[src/rtl/cmp_ctrl_pkg.sv]
package cmp_ctrl_pkg;
  localparam int REG_W    = 16;
  localparam int CFG_MSB  = 10;
  localparam int BIT_EN   = 10;
  localparam int NEG_LO   = 8;
  localparam int ROUTE_LO = 6;
  localparam int BIT_POL  = 5;
  localparam int RESP_LO  = 3;
  localparam int BIT_HYST = 2;
  localparam int BIT_RISE = 1;
  localparam int BIT_FALL = 0;
  localparam int RSV_W    = REG_W - CFG_MSB - 1;

  typedef enum logic [1:0] {
    ROUTE_RSV0 = 2'b00,
    ROUTE_RSV1 = 2'b01,
    ROUTE_PIN  = 2'b10,
    ROUTE_IRQ  = 2'b11
  } route_e;

  typedef struct packed {
    logic cfgLoad;
    logic clrRise;
    logic clrFall;
    logic rdHit;
  } strobe_t;
endpackage

[src/rtl/cmp_ctrl_ctl.sv]
module cmp_ctrl_ctl
  import cmp_ctrl_pkg::*;
#(
  parameter int ADDR_W = 12,
  parameter logic [ADDR_W-1:0] REG_ADDR = 12'h444
) (
  input  logic              busSel,
  input  logic              busWr,
  input  logic [ADDR_W-1:0] busAddr,
  input  logic              wrRiseBit,
  input  logic              wrFallBit,
  output strobe_t           stb
);
  logic addrHit;

  assign addrHit = busSel && (busAddr == REG_ADDR);

  always_comb begin
    stb.cfgLoad = addrHit && busWr;
    stb.clrRise = addrHit && busWr && wrRiseBit;
    stb.clrFall = addrHit && busWr && wrFallBit;
    stb.rdHit   = addrHit && !busWr;
  end
endmodule

[src/rtl/cmp_ctrl_dp.sv]
module cmp_ctrl_dp
  import cmp_ctrl_pkg::*;
#(
  parameter int SYNC_STAGES = 2
) (
  input  logic             clk,
  input  logic             rstN,
  input  strobe_t          stb,
  input  logic [CFG_MSB:0] wrData,
  input  logic             rawCmp,
  output logic [REG_W-1:0] regVal,
  output logic [REG_W-1:0] rdData,
  output logic             cmpEnable,
  output logic [1:0]       negSel,
  output logic [1:0]       respSel,
  output logic             hystEn,
  output logic             cmpPin,
  output logic             cmpIrq
);
  logic       enQ, polQ, hystQ, riseQ, fallQ;
  logic [1:0] negQ, respQ;
  route_e     routeQ;
  logic [SYNC_STAGES-1:0] syncQ;
  logic       prevQ, syncLvl, riseHit, fallHit;
  logic       unusedWr;

  assign unusedWr = wrData[BIT_RISE] ^ wrData[BIT_FALL];

  always_ff @(posedge clk or negedge rstN) begin
    if (!rstN) begin
      enQ    <= 1'b0;
      negQ   <= 2'b00;
      routeQ <= ROUTE_RSV0;
      polQ   <= 1'b0;
      respQ  <= 2'b00;
      hystQ  <= 1'b0;
    end else if (stb.cfgLoad) begin
      enQ    <= wrData[BIT_EN];
      negQ   <= wrData[NEG_LO+1:NEG_LO];
      routeQ <= route_e'(wrData[ROUTE_LO+1:ROUTE_LO]);
      polQ   <= wrData[BIT_POL];
      respQ  <= wrData[RESP_LO+1:RESP_LO];
      hystQ  <= wrData[BIT_HYST];
    end
  end

  generate
    if (SYNC_STAGES > 1) begin : gSyncChain
      always_ff @(posedge clk or negedge rstN) begin
        if (!rstN) syncQ <= '0;
        else       syncQ <= {syncQ[SYNC_STAGES-2:0], rawCmp};
      end
    end else begin : gSyncSingle
      always_ff @(posedge clk or negedge rstN) begin
        if (!rstN) syncQ <= '0;
        else       syncQ <= rawCmp;
      end
    end
  endgenerate

  assign syncLvl = syncQ[SYNC_STAGES-1];

  always_ff @(posedge clk or negedge rstN) begin
    if (!rstN) prevQ <= 1'b0;
    else       prevQ <= syncLvl;
  end

  assign riseHit = enQ && syncLvl && !prevQ;
  assign fallHit = enQ && !syncLvl && prevQ;

  always_ff @(posedge clk or negedge rstN) begin
    if (!rstN) begin
      riseQ <= 1'b0;
      fallQ <= 1'b0;
    end else begin
      riseQ <= riseHit || (riseQ && !stb.clrRise);
      fallQ <= fallHit || (fallQ && !stb.clrFall);
    end
  end

  assign regVal    = {{RSV_W{1'b0}}, enQ, negQ, routeQ, polQ, respQ, hystQ, riseQ, fallQ};
  assign rdData    = stb.rdHit ? regVal : '0;
  assign cmpEnable = enQ;
  assign negSel    = negQ;
  assign respSel   = respQ;
  assign hystEn    = hystQ;
  assign cmpPin    = enQ && (routeQ == ROUTE_PIN) && (syncLvl ^ polQ);
  assign cmpIrq    = (routeQ == ROUTE_IRQ) && (riseQ || fallQ);
endmodule

[src/rtl/cmp_ctrl_reg.sv]
module cmp_ctrl_reg
  import cmp_ctrl_pkg::*;
#(
  parameter int ADDR_W = 12,
  parameter logic [ADDR_W-1:0] REG_ADDR = 12'h444,
  parameter int SYNC_STAGES = 2
) (
  input  logic              clk,
  input  logic              rstN,
  input  logic              busSel,
  input  logic              busWr,
  input  logic [ADDR_W-1:0] busAddr,
  input  logic [15:0]       busWdata,
  output logic [15:0]       busRdata,
  input  logic              rawCmp,
  output logic              cmpEnable,
  output logic [1:0]        negSel,
  output logic [1:0]        respSel,
  output logic              hystEn,
  output logic              cmpPin,
  output logic              cmpIrq
);
  strobe_t          stb;
  logic [REG_W-1:0] regVal;
  logic [RSV_W-1:0] unusedWdata;

  assign unusedWdata = busWdata[REG_W-1:CFG_MSB+1];

  cmp_ctrl_ctl #(.ADDR_W(ADDR_W), .REG_ADDR(REG_ADDR)) uCtl (
    .busSel    (busSel),
    .busWr     (busWr),
    .busAddr   (busAddr),
    .wrRiseBit (busWdata[BIT_RISE]),
    .wrFallBit (busWdata[BIT_FALL]),
    .stb       (stb)
  );

  cmp_ctrl_dp #(.SYNC_STAGES(SYNC_STAGES)) uDp (
    .clk       (clk),
    .rstN      (rstN),
    .stb       (stb),
    .wrData    (busWdata[CFG_MSB:0]),
    .rawCmp    (rawCmp),
    .regVal    (regVal),
    .rdData    (busRdata),
    .cmpEnable (cmpEnable),
    .negSel    (negSel),
    .respSel   (respSel),
    .hystEn    (hystEn),
    .cmpPin    (cmpPin),
    .cmpIrq    (cmpIrq)
  );
endmodule

[config.mk]
export PLATFORM = sky130hd
export DESIGN_NAME = cmp_ctrl_reg
export DESIGN_NICKNAME = d
export VERILOG_FILES = /design/src/rtl/cmp_ctrl_pkg.sv /design/src/rtl/cmp_ctrl_ctl.sv /design/src/rtl/cmp_ctrl_dp.sv /design/src/rtl/cmp_ctrl_reg.sv
export SDC_FILE = /design/constraint.sdc
export NUM_CORES = 1
export LEC_CHECK = 0
export ABC_AREA = 1
export BUFFER_PORTS_ARGS = -buffer_cell sky130_fd_sc_hd__buf_2
export CORE_MARGIN = 2
export CORE_UTILIZATION = 40
export DETAILED_ROUTE_END_ITERATION = 7
export GPL_TIMING_DRIVEN = 0
export PLACE_DENSITY = 0.87
export SLEW_MARGIN = 20
export SYNTH_ARGS = -nofsm -noshare
export SYNTH_HDL_FRONTEND = slang
export SYNTH_SLANG_ARGS = --single-unit
[constraint.sdc]
create_clock -name clk -period 1.1 [get_ports clk]
set_input_delay 0.22 -clock clk [delete_from_list [all_inputs] [get_ports clk]]
set_output_delay 0.22 -clock clk [all_outputs]
set_load 0.05 [all_outputs]
==> reports/results.txt <==
Most frequent cell after synthesis: nand2_1
Nature of the critical path startpoint: primary input
Die width: 49.8 um
Final wirelength: 3130 um
CTS H-tree lvls: 1
TritonCTS Sinks: 14
Sw frac: 0.261
Leakage Power: 0.000786 uW
Post-route cell area: 0.00157 sq mm
Synth area leader: dfrtp_1
Root buf cell: clkbuf_4
Cts bufs inserted: 3
Cells after Synth: 108
Post-synth EDFFs: 0
Area of the die: 0.00248 sq mm
Clock Latency Late Sink: 0.29 ns
Post-synthesis async set-or-reset flop share: 1.00
Non-Filler Instances: 201
Setup crit end kind: output pin
Xor/xnor share of the synthesized area: 0.0104
Antenna Nets Post-Route: 0
# IOs: 57
Seq pwr share: 0.488
Comb power frac: 0.159
Share of post-route cells with drive strength above 1: 0.603
First-pass GRT wire length: 4550 um
# setup viols final: 19
Die Y: 49.8 um
Synth cell types: 17
FF-to-FF Start: uDp.cmpEnable$_DFFE_PN0N_
Synth Area in Simple Gates: 0.364
CP arrival: 1.31 ns
# rows: 16
Min cycle time layout: 1.53 ns
Largest cells by area after synthesis: dfrtp_1, nand2_1, buf_4
Post-layout nets: 208
CTS tree: built
Avg WL per Cell: 15.6 um
Syn-to-layout area delta: 86.9%
Max Slew Vio Count: 0
Initial Util: 0.427
Clock Power Share: 0.352
Post-synthesis compound-gate area fraction: 0.00896
Clock Pin Slew Worst Setup and Hold Paths: 0.08 ns
Flop2flop setup slack: 0.19 ns
Vias: 959
Seq/Total Area, Yosys: 0.418
Crit path kind: primary input to output pin
Worst-case clock buffer depth: 2
Flops & latches, synth: 14
RR Endpoint: uDp.riseQ$_DFF_PN0_
Gr ovfl total: 0
Hpwl dp: 1550 um
Largest net degree at the start of global routing: 15
CP Data Required Time: 0.88 ns
Synth warn: 0
Slack of the critical path: -0.434 ns
Switching component of the power: 280 uW
Syn Std Cell Area: 838 sq um
Top-area cell type share of the netlist area: 0.418
RSZ-0062 raised after global routing: true
Initial antenna violation count: 0
Final Hold Viols: 0
Max cap viols: 0
Worst Path Max Fanout: 5
DRC errors left: 0
VDD IR max: 858 uV
Post-synthesis mux area share: 0
Adder-Cell Fraction of Synth Area: 0
Hold Crit Class: primary input to flop
Crit path from: busAddr[1]
Synthesized area per cell: 7.76 sq um
GP Congestion: 0.713
Top achievable clock speed: 652 MHz
Dpl cells: 185
Failing checks: setup timing
Top post-synthesis cells by count: nand2_1, inv_1, dfrtp_1, nand3_1, nor2_2
Gr usage total: 0.244
PortBufs: 46
DP Area: 0.00119 sq mm
Final Skew: 0.0133 ns
Antenna cell count: 0
Tcrit/Tclk final: 1.39
Reg2reg path depth: 4
Cell Pwr Density: 687 mW/mm^2
DR iter-0 viols: 19
Largest family of logic cells by synthesized area: simple AND/OR/NAND/NOR gates
Status: complete, but fails checks
Internal: 795 uW
Critical Path End: busRdata[9]
Router iterations before antenna repair: 4
Vias/cell: 4.77
Vias in the first global route: 973
Most used DFF post-synth: dfrtp_1
Core area: 0.00196 sq mm
==> power by group through the flow <==
stage / combinational (uW) / clock, uW / sequential, uW
global placement: 135 / 0 / 535
finish: 172 / 379 / 525
floorplan: 76.5 / 0 / 535
detailed placement: 139 / 0 / 536
global route: 183 / 415 / 526
CTS: 158 / 375 / 525
==> state kept, by name (all words and copies together) (netlist names) <==
register       flops
uDp.respSel        2
uDp.polQ           1
uDp.hystEn         1
uDp.fallQ          1
uDp.routeQ         2
uDp.cmpEnable      1
uDp.riseQ          1
uDp.syncQ          2
uDp.negSel         2
uDp.prevQ          1
==> metrics by stage <==
step,total power (uW),utilization,hold slack [ns],TNS (ns),worst slack [ns]
3_3_place_gp,670,0.608,0.119,-4.70,-0.425
6_report,1080,0.798,0.0413,-5.69,-0.434
5_1_grt,1120,0.798,0.0302,-6.33,-0.471
3_5_place_dp,675,0.608,0.126,-5.81,-0.482
4_1_cts,1060,0.754,0.0382,-4.02,-0.324
2_1_floorplan,611,-,-0.0756,-2.98,-0.420
==> area by class of cell <==
type | count | area (sq um)
Multi-Input combinational cell | 68 | 433
Inverter | 18 | 67.6
Clock buffer | 4 | 36.3
Fill cell | 114 | 395
Tap cell | 27 | 33.8
Timing Repair Buffer | 58 | 526
Buffer | 12 | 119
Sequential cell | 14 | 352
==> per-layer routing <==
| layer | track usage | vias to the layer above | wire, um | share of wire |
|---|---|---|---|---|
| li1 | - | 443 | - | - |
| met1 | 0.286 | 452 | 1200 | 0.38 |
| met2 | 0.431 | 52 | 1670 | 0.53 |
| met3 | 0.0394 | 12 | 151 | 0.048 |
| met4 | 0.111 | 0 | 102 | 0.033 |
| met5 | 0 | - | 0 | 0 |
==> placed cells by master, fill, tap and decap left out <==
master and instances:
conb_1 5, buf_4 14, a211oi_4 1, nor4_4 1, buf_6 19, nor2_4 12, nand3b_1 1, clkbuf_16 1
nor2_1 3, nor2_2 3, xnor2_1 1, nand3_2 2, dfrtp_2 1, nand2_2 2, dlygate4sd3_1 1, inv_2 9
nand3_1 10, nand2_1 26, buf_12 1, buf_8 10, inv_1 9, dfrtp_1 13, clkbuf_8 1, nand2_4 1
buf_2 24, clkbuf_4 3
==> worst max-delay path, stage by stage <==
cell,delay (ns)
buf_6,0.09
inv_2,0.03
nand2_1,0.05
nor2_1,0.13
nand2_1,0.11
nor2_4,0.14
nand2_4,0.09
clkbuf_16,0.18
nor2_4,0.11
buf_6,0.16
==> cells by family (layout without fill, tap and decap cells) <==
group,Yosys count,in the layout
and+or+nand+nor,61,61
buffers and inverters,30,92
DFF,14,14
other,1,5
AOI/OAI and AO/OA,1,1
xor gates and xnor gates,1,1
==> how the worst min path moves through the flow <==
| stage | end | slack, ns | start | cells after the start |
|---|---|---|---|---|
| floorplan | uDp.cmpEnable$_DFFE_PN0N_ | -0.08 | rstN | 0 |
| global placement | uDp.respSel[0]$_DFFE_PN0N_ | 0.12 | rstN | 1 |
| detailed placement | uDp.respSel[0]$_DFFE_PN0N_ | 0.13 | rstN | 1 |
| CTS | uDp.syncQ[0]$_DFF_PN0_ | 0.04 | rawCmp | 1 |
| global route | uDp.syncQ[0]$_DFF_PN0_ | 0.03 | rawCmp | 1 |
| finish | uDp.syncQ[0]$_DFF_PN0_ | 0.04 | rawCmp | 1 |
==> timing repair <==
action	in CTS	in global routing
pin swaps	1	7
setup endpoints to repair	19	19
hold endpoints to repair	14	0
hold buffers	1	0
gates resized for setup	59	11
buffers inserted	6	5
gates cloned	0	1
Note: power is estimated with default switching activity, not from simulation.
